**src/rtl/irq_router_pkg.sv**
```systemverilog
package irq_router_pkg;
    // Bit layout of the unified pending vector (behaviour-relevant).
    localparam int CRIT_SRCS = 4;
    localparam int TMR1_POS  = CRIT_SRCS;
    localparam int PROG_BASE = CRIT_SRCS + 1;
    localparam int AW        = 3;

    typedef enum logic [AW-1:0] {
        REG_ROUTE = 3'd0,
        REG_MASK  = 3'd1,
        REG_PEND  = 3'd2,
        REG_CRIT  = 3'd3,
        REG_SMI   = 3'd4,
        REG_STD   = 3'd5
    } reg_addr_e;

    typedef enum logic {
        LINE_QUIET = 1'b0,
        LINE_HELD  = 1'b1
    } line_state_e;

    // Index of each request line in the line vectors.
    localparam int LINE_CRIT = 0;
    localparam int LINE_SMI  = 1;
    localparam int LINE_STD  = 2;
    localparam int NLINES    = 3;
endpackage

```
**src/rtl/irq_capture.sv**
```systemverilog
module irq_capture #(
    parameter int NSRC = 13
) (
    input  logic            clk,
    input  logic            rst_n,
    input  logic [NSRC-1:0] src_i,
    input  logic [NSRC-1:0] clr_i,
    output logic [NSRC-1:0] pend_o
);
    logic [NSRC-1:0] prev_q;
    logic [NSRC-1:0] pend_q;
    logic [NSRC-1:0] rise;
    logic [NSRC-1:0] pend_d;

    // A fresh edge outranks a clear in the same cycle.
    always_comb begin
        rise   = src_i & ~prev_q;
        pend_d = (pend_q & ~clr_i) | rise;
    end

    always_ff @(posedge clk) begin
        if (!rst_n) begin
            prev_q <= '0;
            pend_q <= '0;
        end else begin
            prev_q <= src_i;
            pend_q <= pend_d;
        end
    end

    assign pend_o = pend_q;
endmodule

```
**src/rtl/irq_regs.sv**
```systemverilog
module irq_regs
    import irq_router_pkg::*;
#(
    parameter int NPROG = 8,
    parameter int NSRC  = PROG_BASE + NPROG,
    parameter int DW    = 32
) (
    input  logic            clk,
    input  logic            rst_n,
    input  logic            wr_i,
    input  logic [AW-1:0]   addr_i,
    input  logic [DW-1:0]   wdata_i,
    input  logic [NSRC-1:0] pend_i,
    output logic [DW-1:0]   rdata_o,
    output logic [NSRC-1:0] clr_o,
    output logic [NSRC-1:0] crit_st_o,
    output logic [NSRC-1:0] smi_st_o,
    output logic [NSRC-1:0] std_st_o
);
    logic [NPROG-1:0] route_q;
    logic [NSRC-1:0]  mask_q;
    logic [NSRC-1:0]  wbits;
    logic [NSRC-1:0]  live;
    logic [NSRC-1:0]  crit_sel;
    logic [NSRC-1:0]  smi_sel;
    logic [NSRC-1:0]  std_sel;

    assign wbits = wdata_i[NSRC-1:0];

    generate
        if (DW > NSRC) begin : g_hi
            logic unused_wdata_hi;
            assign unused_wdata_hi = ^wdata_i[DW-1:NSRC];
        end
    endgenerate

    always_ff @(posedge clk) begin
        if (!rst_n) begin
            route_q <= '0;
            mask_q  <= '0;
        end else if (wr_i) begin
            if (addr_i == REG_ROUTE) route_q <= wbits[NPROG-1:0];
            if (addr_i == REG_MASK)  mask_q  <= wbits;
        end
    end

    assign clr_o = (wr_i && addr_i == REG_PEND) ? wbits : '0;

    // Per-bit steering: fixed for the first sources, programmable above.
    generate
        for (genvar b = 0; b < NSRC; b++) begin : g_sel
            if (b < CRIT_SRCS) begin : g_crit
                assign crit_sel[b] = 1'b1;
                assign smi_sel[b]  = 1'b0;
                assign std_sel[b]  = 1'b0;
            end else if (b == TMR1_POS) begin : g_tmr1
                assign crit_sel[b] = 1'b0;
                assign smi_sel[b]  = 1'b1;
                assign std_sel[b]  = 1'b0;
            end else begin : g_prog
                assign crit_sel[b] = 1'b0;
                assign smi_sel[b]  = route_q[b-PROG_BASE];
                assign std_sel[b]  = ~route_q[b-PROG_BASE];
            end
        end
    endgenerate

    always_comb begin
        live      = pend_i & ~mask_q;
        crit_st_o = live & crit_sel;
        smi_st_o  = live & smi_sel;
        std_st_o  = live & std_sel;
    end

    always_comb begin
        rdata_o = '0;
        case (addr_i)
            REG_ROUTE: rdata_o[NPROG-1:0] = route_q;
            REG_MASK:  rdata_o[NSRC-1:0]  = mask_q;
            REG_PEND:  rdata_o[NSRC-1:0]  = pend_i;
            REG_CRIT:  rdata_o[NSRC-1:0]  = crit_st_o;
            REG_SMI:   rdata_o[NSRC-1:0]  = smi_st_o;
            REG_STD:   rdata_o[NSRC-1:0]  = std_st_o;
            default:   rdata_o            = '0;
        endcase
    end
endmodule

```
**src/rtl/irq_line_fsm.sv**
```systemverilog
module irq_line_fsm
    import irq_router_pkg::*;
(
    input  logic clk,
    input  logic rst_n,
    input  logic req_i,
    output logic irq_o
);
    line_state_e state_q;
    line_state_e state_d;

    always_comb begin
        state_d = state_q;
        unique case (state_q)
            LINE_QUIET: if (req_i)  state_d = LINE_HELD;   // raise
            LINE_HELD:  if (!req_i) state_d = LINE_QUIET;  // release
            default:                state_d = LINE_QUIET;
        endcase
    end

    always_ff @(posedge clk) begin
        if (!rst_n) state_q <= LINE_QUIET;
        else        state_q <= state_d;
    end

    always_comb begin
        irq_o = (state_q == LINE_HELD);
    end
endmodule

```
**src/rtl/irq_router.sv**
```systemverilog
module irq_router
    import irq_router_pkg::*;
#(
    parameter int NPROG = 8,
    parameter int DW    = 32
) (
    input  logic                 clk,
    input  logic                 rst_n,
    input  logic [CRIT_SRCS-1:0] crit_src_i,
    input  logic                 tmr1_src_i,
    input  logic [NPROG-1:0]     prog_src_i,
    input  logic                 bus_wr_i,
    input  logic [AW-1:0]        bus_addr_i,
    input  logic [DW-1:0]        bus_wdata_i,
    output logic [DW-1:0]        bus_rdata_o,
    output logic                 cpu_crit_o,
    output logic                 cpu_smi_o,
    output logic                 cpu_std_o,
    output logic                 cpu_mcheck_o
);
    localparam int NSRC = PROG_BASE + NPROG;

    logic [NSRC-1:0]   src_all;
    logic [NSRC-1:0]   clr;
    logic [NSRC-1:0]   pend_q;
    logic [NSRC-1:0]   crit_st;
    logic [NSRC-1:0]   smi_st;
    logic [NSRC-1:0]   std_st;
    logic [NLINES-1:0] line_req;
    logic [NLINES-1:0] line_irq;

    assign src_all = {prog_src_i, tmr1_src_i, crit_src_i};

    irq_capture #(.NSRC(NSRC)) u_capture (
        .clk    (clk),
        .rst_n  (rst_n),
        .src_i  (src_all),
        .clr_i  (clr),
        .pend_o (pend_q)
    );

    irq_regs #(.NPROG(NPROG), .NSRC(NSRC), .DW(DW)) u_regs (
        .clk       (clk),
        .rst_n     (rst_n),
        .wr_i      (bus_wr_i),
        .addr_i    (bus_addr_i),
        .wdata_i   (bus_wdata_i),
        .pend_i    (pend_q),
        .rdata_o   (bus_rdata_o),
        .clr_o     (clr),
        .crit_st_o (crit_st),
        .smi_st_o  (smi_st),
        .std_st_o  (std_st)
    );

    assign line_req[LINE_CRIT] = |crit_st;
    assign line_req[LINE_SMI]  = |smi_st;
    assign line_req[LINE_STD]  = |std_st;

    generate
        for (genvar g = 0; g < NLINES; g++) begin : g_line
            irq_line_fsm u_line (
                .clk   (clk),
                .rst_n (rst_n),
                .req_i (line_req[g]),
                .irq_o (line_irq[g])
            );
        end
    endgenerate

    assign cpu_crit_o   = line_irq[LINE_CRIT];
    assign cpu_smi_o    = line_irq[LINE_SMI];
    assign cpu_std_o    = line_irq[LINE_STD];
    assign cpu_mcheck_o = 1'b0;
endmodule

```
**config.mk**
```make
export PLATFORM = sky130hd
export DESIGN_NAME = irq_router
export DESIGN_NICKNAME = d
export VERILOG_FILES = /design/src/rtl/irq_router_pkg.sv /design/src/rtl/irq_capture.sv /design/src/rtl/irq_regs.sv /design/src/rtl/irq_line_fsm.sv /design/src/rtl/irq_router.sv
export SDC_FILE = /design/constraint.sdc
export NUM_CORES = 1
export LEC_CHECK = 0
export ABC_AREA = 1
export CAP_MARGIN = 0
export CORE_MARGIN = 8
export CORE_UTILIZATION = 35
export DETAILED_ROUTE_END_ITERATION = 10
export HOLD_SLACK_MARGIN = 0.06
export PLACE_DENSITY = 0.63
export SLEW_MARGIN = 20
export SYNTH_ARGS = -nofsm -noshare
export SYNTH_HDL_FRONTEND = slang
export SYNTH_SLANG_ARGS = --single-unit
```
**constraint.sdc**
```tcl
create_clock -name clk -period 3.1 [get_ports clk]
set_input_delay 0.62 -clock clk [delete_from_list [all_inputs] [get_ports clk]]
set_output_delay 0.62 -clock clk [all_outputs]
set_load 0.01 [all_outputs]
```
# [Yosys cells after proc, flatten, opt, wreduce, memory -nomap -nowiden]
# Cells that the tools add are included.
# Widths: inputs -> output; s select.
[word_totals] latchBits=0 in_bits=51 ram_bits=0 regBits=50 out_inout_bits=36 mem_count=0 word_cells=42 romBits=0
[op_classes] n_reduce_logical=7 multipliers=0 muxes=6 eq_ne=5 n_addsub=0 div_mod_pow=0 order_cmp=0 shift=0 n_bitwise=17
[ops] cell="$and 13x13->13" n=5
[ops] cell="$pmux 8 s6" n=1
[ops] cell="$not 13->13" n=3
[ops] cell="$reduce_or 13->1" n=2
[ops] cell="$pmux 5 s4" n=1
[ops] cell="$mux 13" n=1
[ops] cell="$or 13x13->13" n=1
[ops] cell="$not 1->1" n=8
[ops] cell="$eq 3x2->1 const B" n=2
[ops] cell="$eq 3x3->1 const B" n=2
[ops] cell="$reduce_and 2->1" n=2
[ops] cell="$reduce_or 4->1" n=1
[ops] cell="$eq 3x1->1 const B" n=1
[ops] cell="$logic_not 3->1" n=1
[ops] cell="$mux 1" n=3
[ops] cell="$logic_and 1x1->1" n=1

# [Logic depth before layout (Yosys ltp)]
[depth] word_depth=6 ltp_mapped=7

# [Hierarchy]
# Synthesis repeated with hierarchy kept, for this count alone.
[hier_totals] cells_unflattened=543 hier_area_um2=3205.6
[modules_own_cells] mod="irq_regs" instances=1 area_per_inst_um2=2034.5 cells_each=372 seq_area_each_um2=420.4
[modules_own_cells] mod="irq_capture" instances=1 area_per_inst_um2=923.4 cells_each=121 seq_area_each_um2=520.5
[modules_own_cells] mod="irq_router" instances=1 area_per_inst_um2=165.2 cells_each=41 seq_area_each_um2=0.0
[modules_own_cells] mod="irq_line_fsm" instances=3 area_per_inst_um2=27.5 cells_each=3 seq_area_each_um2=20.0

# [Worst setup path after synthesis]
# No wires, ideal clock.
[synth_path] path_type="input-to-output" start="in bus_addr_i[1]" end="out bus_rdata_o[10]" path_slack_ns=1.179 path_stages=4 path_buffers=0 arrival_ns=1.301 cell_sequence="nor2_1 > nand2_1 > or2_2 > nand4_1"
[synth_between] elab_chain_cells=2 word_cells_on_any_way=5 classes_between="4 x eq/ne; 1 x mux"
[synth_rtl] item="start: declaration" line="irq_router.sv:13" source="input logic [AW-1:0] bus_addr_i,"
[synth_rtl] item="$eq 3x3->1 (tied with other cells)" line="irq_regs.sv:77" source="case (addr_i)"
[synth_rtl] item="$pmux 5 s4 *" line="irq_regs.sv:77"
[synth_rtl] item="end: declaration" line="irq_router.sv:15" source="output logic [DW-1:0] bus_rdata_o,"
# Mark *: on every way between the ends. The rest lies on a longest branch, timed or not.

# [Worst setup path in the final report]
[layout_path] start="in bus_addr_i[2]" end="out bus_rdata_o[1]"
[layout_between] elab_chain_cells=2 word_cells_on_any_way=7 classes_between="5 x eq/ne; 1 x mux; 1 x reduce/logical"
[layout_rtl] item="$eq 3x3->1 (tied with other cells)" line="irq_regs.sv:77"
[layout_rtl] item="$pmux 8 s6 *" line="irq_regs.sv:77"
# Marked as above.

==> impl_metrics.json <==
{
  "ys_async_sr_fraction": 0,
  "dpl.cell_count": 507,
  "pin_count": 87,
  "skew_ns": 0.008732,
  "synth_top_area_frac": 0.4077,
  "hold_viol": 0,
  "finalSetupViolCount": 0,
  "hold_ws_ns": 0.4729,
  "cts.sinks": 50,
  "cp.arrival_ns": 2.05,
  "via_per_inst": 4.538,
  "antenna_left": 0,
  "gr-total-overflow": 0,
  "start_util": 0.3613,
  "chipWidth_um": 99.75,
  "htreeDepth": 2,
  "grt_pass1_vias": 2255,
  "drt_drc_violations_left": 0,
  "syn_inst": 361,
  "io_buffers": 47,
  "powerDensity_nw_per_um2": 418.0,
  "rows": 30,
  "power_mw": 1.308,
  "cpMostUsedCell": "buf_4",
  "cts_tree": "done",
  "die_area_um2": 9950,
  "clock_path_buffers": 2,
  "synth_area_per_cell_um2": 6.800,
  "ys_ff_latch": 50,
  "fp.coreArea_um2": 6794,
  "r2r_slack_ns": 2.16,
  "cp_max_fo": 6,
  "syn-cell-area_um2": 2455,
  "hold_end": "u_capture.pend_o[6]$_SDFF_PN0_",
  "min_period_ns": 2.668,
  "r2r_end": "g_line[2].u_line.irq_o$_SDFF_PN0_",
  "hp-class": "reg2reg",
  "dp_hpwl_um": 4998,
  "drv_cap": 0,
  "status": "finished, final reports clean",
  "fin_crit_sh": 0.8605,
  "cts_hold_buffers": 0,
  "start_kind": "input pin",
  "cp_cell_sequence": "dlymetal6s2s_1, buf_4, nor3_2, buf_4, nand2_1, o211ai_1, clkdlybuf4s50_1",
  "first_pass_iters": 4,
  "end_kind": "primary output",
  "relSlewSlack": 0.6426,
  "critical_path_class": "in2out",
  "critical-path-slowest-cell": "clkdlybuf4s50_1",
  "synth-seq-area-share": 0.4077,
  "place.gp.congestion": 0.8680,
  "wire_per_inst_um": 12.60,
  "max_freq_mhz": 374.9,
  "max_stage_delay_ns": 0.57,
  "diodes": 0,
  "r2r-start": "u_regs.route_q[0]$_SDFFE_PN0P_",
  "synth_cell_types": 23,
  "hold_start": "u_capture.prev_q[6]$_SDFF_PN0_",
  "die_y_um": 99.75,
  "synth-warning-count": 0,
  "numCtsBuffers": 5,
  "grt_max_degree": 26,
  "cts_root_buf": "clkbuf_8",
  "grt_setup_unrepaired": "no",
  "synthTopCellsByCount": "88 x nand2_1, 51 x nor2_1, 50 x dfxtp_1",
  "grt_antenna_before_repair": 0,
  "fillCellCount": 696,
  "synth_area_leaders": "dfxtp_1 41%, nand2_1 13%, nor2_1 7.8%",
  "setup_tns_ns": 0,
  "slew_viol_final": 0,
  "layoutNonFillerInstCount": 515,
  "vias": 2337,
  "p_leak_nw": 1.418,
  "track_usage": 0.1353,
  "cp.buffers_inverters": 4,
  "hold_path_depth": 2,
  "path_clk_slew_ns": 0.09,
  "cp_top_family": "buffers and inverters",
  "cp.required_ns": 2.48,
  "rr_worst_depth": 5,
  "synth_most_common_cell": "nand2_1",
  "routed_wl_um": 6487,
  "synth_ff_type": "dfxtp_1",
  "drive_above_1_share": 0.1146,
  "drtIter0Drc": 84,
  "clock_latency_ns": 0.31,
  "ir_worst_vdd_uv": 200.5,
  "grt_pass1_wl_um": 10810,
  "area_growth_syn_to_layout_pct": 27.47,
  "fin_nets": 469,
  "synth_enable_flop_cells": 0,
  "worst_pin_slew_ns": 0.5348,
  "synth_top_cell_by_area": "dfxtp_1"
}
metal layers:
metal  vias to the layer above  wire, µm  GRT usage
met1                      1039      2832     0.1594
met2                        79      3070     0.2319
met5                         -         0          0
met3                         6       515    0.03073
met4                         0        68    0.05122
li1                       1213         -          -
timing repair:
action,CTS,global route
setup buffers,0,0
resized for setup,1,9
gates cloned,0,0
endpoints found under the setup margin,4,11
tightest hold or removal path: stages (launching register included):
cell and delay, ns:
dfxtp_1 0.31, or2_2 0.09, nand2_1 0.04
where the power goes:
part	internal [mW]	switching, mW	total (mW)
registers	0.680	0.0259	0.706
clock network	0.159	0.223	0.383
logic	0.106	0.114	0.220
cells in the final DEF, fill, tap and decap left out, types with 5 or more instances in the layout:
cell type and count:
o21ai_0 13, o211ai_1 5, clkdlybuf4s50_1 42, nor2_1 49, buf_4 15, clkbuf_8 5
inv_1 35, dfxtp_1 50, nand3_1 38, nand2_1 86, or2_2 17, dlymetal6s2s_1 5
a21oi_1 15, nand4_1 5, conb_1 20
stage by stage:
| step | util | cell area (µm²) | setup slack [ns] |
|---|---|---|---|
| detailed placement | 0.4440 | 3017 | -0.003004 |
| global route | 0.4606 | 3129 | 0.3135 |
| floorplan | - | 2526 | 1.179 |
| global placement | 0.4440 | 3017 | 0.002008 |
| finish | 0.4606 | 3129 | 0.4323 |
| CTS | 0.4573 | 3107 | 0.01046 |
cells by family (layout without fill, tap and decap cells):
group,Yosys count,after routing,share of synthesized area
other,1,20,0.001528
DFF,50,50,0.4077
buffers and inverters,70,109,0.1463
and+or+nand+nor,204,204,0.3624
AOI/OAI and AO/OA,36,36,0.08206
sequential cells by signal, summed over array words and instances (netlist names):
signal	count
u_capture.pend_o	13
u_regs.mask_q	13
u_regs.route_q	8
g_line.u_line.irq_o	3
u_capture.prev_q	13
worst max path at each step:
stage | slack, ns | startpoint | depth (start not counted) | end
floorplan | 1.18 | bus_addr_i[1] | 4 | bus_rdata_o[10]
global placement | 0.002 | bus_addr_i[0] | 7 | bus_rdata_o[11]
detailed placement | -0.003 | bus_addr_i[0] | 7 | bus_rdata_o[11]
CTS | 0.01 | bus_addr_i[1] | 6 | bus_rdata_o[11]
global route | 0.31 | bus_addr_i[1] | 7 | bus_rdata_o[7]
finish | 0.43 | bus_addr_i[2] | 7 | bus_rdata_o[1]
layout make-up:
cell class | count | area (µm²) | area share
clock buffers | 5 | 68.82 | 0.02199
clock inverters | 3 | 18.77 | 0.005998
inverters | 39 | 148.9 | 0.04758
multi-input cells | 260 | 1176 | 0.3759
flip-flops and latches | 50 | 1001 | 0.3199
well taps | 96 | 120.1 | 0.03838
repair buffers | 62 | 595.6 | 0.1903
Note: power is estimated with default switching activity, not from simulation.
